--- src/rtl/asf_pkg.sv ---
package asf_pkg;
   typedef enum logic [1:0] {
      ASF_ADD = 2'b00,
      ASF_ADC = 2'b01,
      ASF_SBC = 2'b10,
      ASF_RSV = 2'b11
   } asf_op_e;

   localparam int FLAG_W = 8;
   localparam int FL_C   = 0;
   localparam int FL_N   = 1;
   localparam int FL_PV  = 2;
   localparam int FL_X   = 3;
   localparam int FL_H   = 4;
   localparam int FL_Y   = 5;
   localparam int FL_Z   = 6;
   localparam int FL_S   = 7;

   // flags carried through unchanged by the plain add
   localparam logic [FLAG_W-1:0] ADD_KEEP_MASK =
      FLAG_W'((1 << FL_S) | (1 << FL_Z) | (1 << FL_PV));
endpackage

--- src/rtl/asf_adder_slice.sv ---
module asf_adder_slice #(
   parameter int W = 8
) (
   input  logic [W-1:0] a,
   input  logic [W-1:0] b,
   input  logic         cin,
   output logic [W-1:0] sum,
   output logic         cout
);
   localparam int EXT_W = W + 1;

   logic [EXT_W-1:0] ext;

   assign ext  = {1'b0, a} + {1'b0, b} + {{W{1'b0}}, cin};
   assign sum  = ext[W-1:0];
   assign cout = ext[W];
endmodule

--- src/rtl/asf_datapath.sv ---
module asf_datapath #(
   parameter int DATA_W      = 16,
   parameter int LO_W        = 12,
   parameter bit SPLIT_CHAIN = 1'b1
) (
   input  logic [DATA_W-1:0] dst,
   input  logic [DATA_W-1:0] src,
   input  logic              subtract,
   input  logic              carry_term,
   output logic [DATA_W-1:0] sum,
   output logic              carry,
   output logic              half,
   output logic              ovf
);
   localparam int HI_W = DATA_W - LO_W;
   localparam int MSB  = DATA_W - 1;

   logic [DATA_W-1:0] b_eff;
   logic              cin_eff;
   logic              cout_raw;
   logic              half_raw;

   // subtraction as dst + ~src + ~borrow
   assign b_eff   = subtract ? ~src : src;
   assign cin_eff = subtract ? ~carry_term : carry_term;

   generate
      if (SPLIT_CHAIN) begin : g_split
         logic [LO_W-1:0] lo_sum;
         logic [HI_W-1:0] hi_sum;
         logic            lo_cout;

         asf_adder_slice #(.W(LO_W)) u_lo (
            .a    (dst[LO_W-1:0]),
            .b    (b_eff[LO_W-1:0]),
            .cin  (cin_eff),
            .sum  (lo_sum),
            .cout (lo_cout)
         );

         asf_adder_slice #(.W(HI_W)) u_hi (
            .a    (dst[MSB:LO_W]),
            .b    (b_eff[MSB:LO_W]),
            .cin  (lo_cout),
            .sum  (hi_sum),
            .cout (cout_raw)
         );

         assign sum      = {hi_sum, lo_sum};
         assign half_raw = lo_cout;
      end else begin : g_flat
         asf_adder_slice #(.W(DATA_W)) u_full (
            .a    (dst),
            .b    (b_eff),
            .cin  (cin_eff),
            .sum  (sum),
            .cout (cout_raw)
         );

         // carry into bit LO_W recovered from operands and sum
         assign half_raw = dst[LO_W] ^ b_eff[LO_W] ^ sum[LO_W];
      end
   endgenerate

   assign carry = subtract ? ~cout_raw : cout_raw;
   assign half  = subtract ? ~half_raw : half_raw;
   assign ovf   = (dst[MSB] == b_eff[MSB]) && (sum[MSB] != dst[MSB]);
endmodule

--- src/rtl/asf_flag_build.sv ---
module asf_flag_build
   import asf_pkg::*;
#(
   parameter int DATA_W = 16
) (
   input  asf_op_e           op,
   input  logic [DATA_W-1:0] sum,
   input  logic              carry,
   input  logic              half,
   input  logic              ovf,
   input  logic [FLAG_W-1:0] flags_in,
   output logic [FLAG_W-1:0] flags
);
   localparam int MSB   = DATA_W - 1;
   localparam int Y_SRC = DATA_W - 3;
   localparam int X_SRC = DATA_W - 5;

   logic [FLAG_W-1:0] fresh;
   logic [FLAG_W-1:0] keep;

   always_comb begin
      fresh         = '0;
      fresh[FL_S]   = sum[MSB];
      fresh[FL_Z]   = (sum == '0);
      fresh[FL_Y]   = sum[Y_SRC];
      fresh[FL_H]   = half;
      fresh[FL_X]   = sum[X_SRC];
      fresh[FL_PV]  = ovf;
      fresh[FL_N]   = (op == ASF_SBC);
      fresh[FL_C]   = carry;
   end

   assign keep  = (op == ASF_ADD) ? ADD_KEEP_MASK : '0;
   assign flags = (flags_in & keep) | (fresh & ~keep);
endmodule

--- src/rtl/addsub16_flag_unit.sv ---
module addsub16_flag_unit
   import asf_pkg::*;
#(
   parameter int DATA_W      = 16,
   parameter bit SPLIT_CHAIN = 1'b1
) (
   input  logic              clk,
   input  logic              rst_n,
   input  logic              start,
   input  logic [1:0]        op,
   input  logic [DATA_W-1:0] dst,
   input  logic [DATA_W-1:0] src,
   input  logic [7:0]        flags_in,
   output logic [DATA_W-1:0] result,
   output logic [7:0]        flags_out,
   output logic              done
);
   localparam int LO_W = DATA_W - 4;

   generate
      if (DATA_W < 8 || (DATA_W % 8) != 0) begin : g_bad_width
         $error("addsub16_flag_unit: DATA_W must be a multiple of 8, at least 8");
      end
   endgenerate

   asf_op_e           op_e;
   logic              start_ok;
   logic              use_carry;
   logic [DATA_W-1:0] sum;
   logic              carry, half, ovf;
   logic [FLAG_W-1:0] flags_nx;
   logic [DATA_W-1:0] result_q;
   logic [FLAG_W-1:0] flags_q;
   logic              done_q;

   assign op_e      = asf_op_e'(op);
   assign start_ok  = start && (op_e != ASF_RSV);
   assign use_carry = (op_e != ASF_ADD) && flags_in[FL_C];

   asf_datapath #(
      .DATA_W      (DATA_W),
      .LO_W        (LO_W),
      .SPLIT_CHAIN (SPLIT_CHAIN)
   ) u_dp (
      .dst        (dst),
      .src        (src),
      .subtract   (op_e == ASF_SBC),
      .carry_term (use_carry),
      .sum        (sum),
      .carry      (carry),
      .half       (half),
      .ovf        (ovf)
   );

   asf_flag_build #(.DATA_W(DATA_W)) u_fl (
      .op       (op_e),
      .sum      (sum),
      .carry    (carry),
      .half     (half),
      .ovf      (ovf),
      .flags_in (flags_in),
      .flags    (flags_nx)
   );

   always_ff @(posedge clk or negedge rst_n) begin
      if (!rst_n) begin
         result_q <= '0;
         flags_q  <= '0;
         done_q   <= 1'b0;
      end else begin
         done_q <= start_ok;
         if (start_ok) begin
            result_q <= sum;
            flags_q  <= flags_nx;
         end
      end
   end

   assign result    = result_q;
   assign flags_out = flags_q;
   assign done      = done_q;

   a_r10_done_follows_start: assert property (@(posedge clk) disable iff (!rst_n)
      start_ok |=> done);
   a_r10_done_single: assert property (@(posedge clk) disable iff (!rst_n)
      done |-> $past(start_ok));
   a_r11_hold_when_idle: assert property (@(posedge clk) disable iff (!rst_n)
      !start_ok |=> ($stable(result_q) && $stable(flags_q)));
   a_r6_add_keeps_flags: assert property (@(posedge clk) disable iff (!rst_n)
      (start_ok && op_e == ASF_ADD) |=>
         ((flags_q & ADD_KEEP_MASK) == $past(flags_in & ADD_KEEP_MASK)));
   a_r8_sub_flag: assert property (@(posedge clk) disable iff (!rst_n)
      done |-> (flags_q[FL_N] == ($past(op_e) == ASF_SBC)));
   a_r7_zero_flag: assert property (@(posedge clk) disable iff (!rst_n)
      (done && $past(op_e) != ASF_ADD) |-> (flags_q[FL_Z] == (result_q == '0)));
endmodule

--- config.mk ---
export PLATFORM = sky130hd
export DESIGN_NAME = addsub16_flag_unit
export DESIGN_NICKNAME = d
export VERILOG_FILES = /design/src/rtl/asf_pkg.sv /design/src/rtl/asf_adder_slice.sv /design/src/rtl/asf_datapath.sv /design/src/rtl/asf_flag_build.sv /design/src/rtl/addsub16_flag_unit.sv
export SDC_FILE = /design/constraint.sdc
export NUM_CORES = 1
export LEC_CHECK = 0
export BUFFER_PORTS_ARGS = -buffer_cell sky130_fd_sc_hd__buf_2
export CAP_MARGIN = 15
export CORE_MARGIN = 3
export CORE_UTILIZATION = 45
export CTS_BUF_LIST = sky130_fd_sc_hd__clkbuf_2
export DETAILED_ROUTE_END_ITERATION = 8
export PLACE_DENSITY = 0.73
export SLEW_MARGIN = 40
export SYNTH_ARGS = -nofsm -noshare
export SYNTH_HDL_FRONTEND = slang
export SYNTH_SLANG_ARGS = --single-unit
export TNS_END_PERCENT = 50
--- constraint.sdc ---
create_clock -name clk -period 0.9 [get_ports clk]
set_clock_uncertainty 0.2 [all_clocks]
set_input_delay 0.18 -clock clk [delete_from_list [all_inputs] [get_ports clk]]
set_output_delay 0.18 -clock clk [all_outputs]
set_load 0.02 [all_outputs]
==> results.sh, run 1 <==
export IMPL_reg2reg_to="result[13]"
export IMPL_start_util=0.4727
export IMPL_synth_edf_count=0
export IMPL_synth_fp_nets=279
export IMPL_cpMaxStageDelayCell="fa_2"
export IMPL_hold_path_class="primary input to flop"
export IMPL_core_mm2=0.004058
export IMPL_comb_power_share=0.656
export IMPL_period_share=4.126
export IMPL_grt_total_usage=0.2498
export IMPL_leakagePower_uw=0.001581
export IMPL_synth_fa_ha_area_frac=0.1331
export IMPL_gp_congestion=0.8345
export IMPL_htree_num_levels=1
export IMPL_multi_input_area_mm2=0.001468
export IMPL_async_flop_share=1.000
export IMPL_insertion_delay_ps=310
export IMPL_cp_cell_sequence="buf_6 -> nand2b_4 -> xor2_2 -> fa_2 -> inv_2 -> fa_2 -> a211o_1 -> a21oi_2 -> o311ai_2 -> a21o_1 -> a21oi_2 -> fa_2 -> inv_2 -> fa_2 -> or2_4 -> a21oi_4 -> nand3_1 -> nor4b_2 -> nand4b_1 -> nand2_1"
export IMPL_synth_top_family_by_area="compound AO/OA/AOI/OAI gates"
export IMPL_r2r_cells=2
export IMPL_syn_area_per_cell_um2=8.880
export IMPL_avgViaCountPerCell=5.460
export IMPL_cellPowerDensity_mw_per_mm2=1715
export IMPL_drt_iter0_drc=117
export IMPL_rsz0062_at_grt="true"
export IMPL_via_count=2173
export IMPL_fin_tns_setup_ps=-45680
export IMPL_worstSetupStartpointType="primary input"
export IMPL_worstSetupEndpoint="flags_out[6]"
export IMPL_muxShareOfSynthArea=0.03327
export IMPL_crit_cells=20
export IMPL_yosys_warnings=0
export IMPL_placed_cell_area_mm2=0.002775
export IMPL_drt_first_pass_iters=4
export IMPL_power_frac_seq=0.268
export IMPL_max_cap_violations=0
export IMPL_swShare=0.4082
export IMPL_numCtsBuffers=3
export IMPL_dp_hpwl_um=4288
export IMPL_ys_types=51
export IMPL_max_stage_delay_ps=340
export IMPL_power_internal_uw=3190
export IMPL_cp_end_kind="flop"
export IMPL_die_y_um=71.29
export IMPL_synth_compound_area_frac=0.2205
export IMPL_ys_seq_area_frac=0.3001
export IMPL_final_setup_viol_count=47
export IMPL_crit_arrival_ps=3790
export IMPL_die_w_um=71.29
export IMPL_drtAntennaViolNets=0
export IMPL_antenna_cells=0
export IMPL_relSlewSlack=0.7649
export IMPL_grt_pass1_vias=2216
export IMPL_status="finished, violations left"
export IMPL_rrSetupSlack_ps=-250
export IMPL_area_growth_pct=63.86
export IMPL_layout_nets=412
export IMPL_die_area_mm2=0.005082
export IMPL_whs_ps=-79.59
export IMPL_ir_worst_vdd_mv=0.6255
export IMPL_worst_slew_pin_slew_ps=347.2
export IMPL_switchingPower_uw=2200
export IMPL_grt_ovfl_total=0
export IMPL_clk_pin_slew_worst_paths_ps=200
export IMPL_fin_ws_ps=-2813
export IMPL_final_cell_area_mm2=0.003143
export IMPL_antenna_found_initial=0
export IMPL_final_cell_mix="buf_4 (61), buf_2 (59), dfrtp_1 (23), nand2_1 (19)"
export IMPL_synthFlopType="dfrtp_1"
export IMPL_max_freq_ghz=0.2693
export IMPL_critPathMaxFanout=5
export IMPL_cts_sink_count=23
export IMPL_power_total_uw=5390
export IMPL_drc=0
export IMPL_rows=23
export IMPL_violations="negative hold slack, negative setup slack"
export IMPL_min_period_ps=3713
export IMPL_numPortBuffers=65
export IMPL_syn_area_mm2=0.001918
export IMPL_cts_root_buf="clkbuf_2"
export IMPL_cts_path_max_buffers=2
export IMPL_hold_buffers=1
export IMPL_syn_inst=216
export IMPL_path_delay_family="compound AO/OA/AOI/OAI gates"
export IMPL_synth_simple_area_share=0.1461
export IMPL_maxSlewViolCount=0
export IMPL_crit_path_start="op[0]"
export IMPL_layout_drive_gt1_share=0.5431
export IMPL_critPathKind="primary input to flop"
export IMPL_register_area_um2=575.6
export IMPL_rr_startpoint="result[13]"
export IMPL_grt_first_pass_wirelength_um=10160
export IMPL_ys_seq_elements=23
export IMPL_cts_tree="built"
export IMPL_final_common_cell="buf_4"
export IMPL_hold_viol_final=2
export IMPL_fillers=272
export IMPL_cp_data_required_time_ps=980
export IMPL_num_io_pins=70
export IMPL_wl_um=6399
export IMPL_routedWlPerCell_um=16.08
export IMPL_grt_max_degree=24
export IMPL_power_share_clock=0.075
export IMPL_synth_xor_area_frac=0.1142
export IMPL_cp_common_cell="fa_2"
export IMPL_cp_buffers_inverters=3
-- power groups by stage --
stage	clock [uW]	sequential [uW]	combinational [uW]
global route	451	1480	3770
floorplan	0	1760	1300
global placement	0	1440	2700
CTS	416	1440	3310
detailed placement	0	1460	2770
finish	407	1450	3540
-- through the flow --
stage          cells  utilization  worst slack [ps]
2_1_floorplan    216            -             -3042
3_3_place_gp     379       0.6839             -2977
3_5_place_dp     379       0.6839             -3089
4_1_cts          402       0.7638             -2662
5_1_grt          398       0.7746             -3006
6_report         398       0.7746             -2813
-- how the worst min path moves through the flow --
stage / slack (ps) / from / endpoint / cells past startpoint
2_1_floorplan: -320 / rst_n / done / 0
4_1_cts: -110 / flags_in[6] / flags_out[6] / 3
5_1_grt: -80 / flags_in[6] / flags_out[6] / 3
6_report: -80 / flags_in[6] / flags_out[6] / 3
3_5_place_dp: -70 / rst_n / done / 2
3_3_place_gp: -70 / rst_n / done / 2
-- synthesized netlist by cell type, types with 4 or more instances --
library cell,n,area (um^2)
clkbuf_1,4,15.01
ha_1,14,175.2
xnor2_1,20,175.2
a21o_1,4,30.03
inv_1,12,45.04
nand2_1,25,93.84
a31oi_1,4,25.02
o21ai_0,17,85.08
dfrtp_1,23,575.6
fa_1,4,80.08
a21oi_1,12,60.06
nand2b_1,4,25.02
o21a_1,4,30.03
nor2_1,9,33.78
xor2_1,5,43.79
-- registers in the layout, indices dropped and copies added (netlist names) --
name       flops
done           1
flags_out      6
result        16
-- metal layers --
metal  global-route usage  routed length, um  vias up
li1                     -                  -     1029
met1               0.2980               2490     1009
met4               0.1420                321        0
met5                    0                  0        -
met2               0.4357               3188      108
met3              0.02525                398       27
-- cell families after synthesis --
family / after synthesis
AO/OA/AOI/OAI: 64
XOR/XNOR: 25
adder cells (fa/ha/maj): 18
buffers and inverters: 22
flip-flops: 23
multiplexers: 6
AND/OR/NAND/NOR: 58
-- area by class of cell --
type                    count  share of cell area
multi-input cells         171              0.4670
flip-flops and latches     23              0.1831
repair buffers            138              0.3093
inverters                  12             0.01433
well taps                  50             0.01990
clock buffers               4            0.006369
-- worst register-to-register path, stage by stage (launching register included) --
cell     delay (ps)
dfrtp_1         460
buf_4           150
mux2_4          250
-- repair_timing --
action | 4_1_cts | 5_1_grt
endpoints found under the hold margin | 25 | 2
buffers inserted | 21 | 9
pin swaps | 22 | 20
endpoints found under the setup margin | 47 | 48
gates resized for setup | 39 | 29
Power figures use the tool's default switching activity.
==> run 2: changes to the inputs <==
CTS_BUF_LIST = default   (was sky130_fd_sc_hd__clkbuf_2)
CTS_CLUSTER_DIAMETER = 40   (was default)
RECOVER_POWER = 25   (was default)
==> results.sh, run 2 (synthesized netlist as in run 1, its figures left out) <==
export IMPL_rsz0062_at_grt="true"
export IMPL_start_util=0.4727
export IMPL_min_period_ps=3775
export IMPL_whs_ps=-10.23
export IMPL_drtAntennaViolNets=0
export IMPL_area_growth_pct=66.41
export IMPL_dp_hpwl_um=4288
export IMPL_cts_path_max_buffers=2
export IMPL_power_frac_seq=0.256
export IMPL_cp_end_kind="flop"
export IMPL_relSlewSlack=0.7443
export IMPL_crit_cells=20
export IMPL_antenna_found_initial=0
export IMPL_fin_tns_setup_ps=-45130
export IMPL_rows=23
export IMPL_fin_ws_ps=-2875
export IMPL_cts_sink_count=23
export IMPL_crit_arrival_ps=3780
export IMPL_numCtsBuffers=3
export IMPL_final_cell_mix="buf_2 (58), buf_4 (58), dfrtp_1 (23), nand2_1 (19), buf_6 (18)"
export IMPL_grt_total_usage=0.2432
export IMPL_critPathKind="primary input to flop"
export IMPL_hold_path_class="primary input to flop"
export IMPL_critPathMaxFanout=5
export IMPL_violations="negative hold slack, negative setup slack"
export IMPL_leakagePower_uw=0.001584
export IMPL_cts_root_buf="clkbuf_8"
export IMPL_drt_first_pass_iters=4
export IMPL_grt_ovfl_total=0
export IMPL_hold_viol_final=1
export IMPL_cp_common_cell="fa_2"
export IMPL_r2r_cells=2
export IMPL_num_io_pins=70
export IMPL_max_cap_violations=0
export IMPL_core_mm2=0.004058
export IMPL_avgViaCountPerCell=5.534
export IMPL_die_w_um=71.29
export IMPL_layout_nets=411
export IMPL_routedWlPerCell_um=16.88
export IMPL_layout_drive_gt1_share=0.5476
export IMPL_via_count=2197
export IMPL_worstSetupStartpointType="primary input"
export IMPL_power_share_clock=0.112
export IMPL_cpMaxStageDelayCell="fa_2"
export IMPL_cp_cell_sequence="buf_6 -> nand2b_4 -> xor2_2 -> fa_2 -> inv_2 -> fa_2 -> a211o_1 -> a21oi_2 -> o311ai_2 -> a21o_1 -> a21oi_2 -> fa_2 -> inv_2 -> fa_2 -> or2_4 -> a21oi_4 -> nand3_1 -> nor4b_2 -> nand4b_1 -> nand2_1"
export IMPL_largest_register_ffs=16
export IMPL_cts_tree="built"
export IMPL_antenna_cells=0
export IMPL_die_area_mm2=0.005082
export IMPL_max_stage_delay_ps=340
export IMPL_whs_path_depth=3
export IMPL_grt_pass1_vias=2203
export IMPL_grt_max_degree=24
export IMPL_path_delay_family="adder cells"
export IMPL_swShare=0.4025
export IMPL_switchingPower_uw=2292
export IMPL_drt_iter0_drc=169
export IMPL_cp_data_required_time_ps=910
export IMPL_status="finished, violations left"
export IMPL_period_share=4.194
export IMPL_final_setup_viol_count=48
export IMPL_clk_pin_slew_worst_paths_ps=80
export IMPL_grt_first_pass_wirelength_um=9922
export IMPL_die_y_um=71.29
export IMPL_worst_slew_pin_slew_ps=377.6
export IMPL_comb_power_share=0.632
export IMPL_wl_um=6703
export IMPL_cp_buffers_inverters=3
export IMPL_htree_num_levels=1
export IMPL_ir_worst_vdd_mv=0.7920
export IMPL_insertion_delay_ps=260
export IMPL_power_internal_uw=3403
export IMPL_maxSlewViolCount=0
export IMPL_cellPowerDensity_mw_per_mm2=1784
export IMPL_numPortBuffers=65
export IMPL_max_freq_ghz=0.2649
export IMPL_drc=0
export IMPL_gp_congestion=0.8345
[run 2: cell types whose count changed in the layout (fill, tap and decap cells not counted), moves of 2 or more]
cell / before / now
buf_4: 61 / 58
buf_6: 15 / 18
clkbuf_1: 0 / 2
clkbuf_2: 4 / 0
clkbuf_8: 0 / 3
[run 2: per-layer routing]
metal  part of all wire  up-vias  track usage
met5                  0        -            0
met4              0.046        0       0.1211
met3              0.055       27      0.02104
met2               0.51      108       0.4224
met1               0.38     1033       0.3013
li1                   -     1029            -
[run 2: worst reg2reg max path, stage by stage (launching register included)]
cell and delay [ps]:
dfrtp_1 430, buf_4 160, mux2_4 260
[run 2: cell type report]
| type | count | area [um^2] |
|---|---|---|
| Clock buffer | 4 | 45.04 |
| Fill cell | 260 | 865.8 |
| Inverter | 12 | 45.04 |
| Multi-Input combinational cell | 171 | 1501 |
| Sequential cell | 23 | 575.6 |
| Tap cell | 50 | 62.56 |
| Timing Repair Buffer | 137 | 962.2 |
[run 2: repair_timing]
item,4_1_cts,5_1_grt
cloned,0,0
pin swaps,22,19
setup buffers,21,7
endpoints found under the setup margin,47,48
gates resized for setup,42,35
endpoints found under the hold margin,24,0
hold buffers,1,0
[run 2: power groups by stage]
| stage | sequential (uW) | combinational (uW) | clock (uW) |
|---|---|---|---|
| after floorplan | 1760 | 1300 | 0 |
| after global placement | 1440 | 2700 | 0 |
| after detailed placement | 1460 | 2770 | 0 |
| after CTS | 1440 | 3330 | 641 |
| after global routing | 1490 | 3830 | 676 |
| final | 1460 | 3600 | 638 |
[run 2: through the flow]
step	util	worst slack, ps	instances	instance area [um^2]	total power, uW
after detailed placement	0.6839	-3089	379	2775	4225
after global placement	0.6839	-2977	379	2775	4134
final	0.7866	-2875	397	3192	5695
after CTS	0.7709	-2747	402	3128	5415
after global routing	0.7866	-3010	397	3192	5997
after floorplan	-	-3042	216	2006	3063
[run 2: worst paths after layout]
check	startpoint	endpoint	slack, ps
worst min-delay path	flags_in[6]	flags_out[6]	-10
max in group asynchronous	rst_n	result[3]	130
worst max-delay path	op[0]	flags_out[6]	-2870
worst max register to register	result[13]	result[13]	-260
min in group asynchronous	rst_n	result[14]	190
worst min register to register	result[7]	result[7]	280
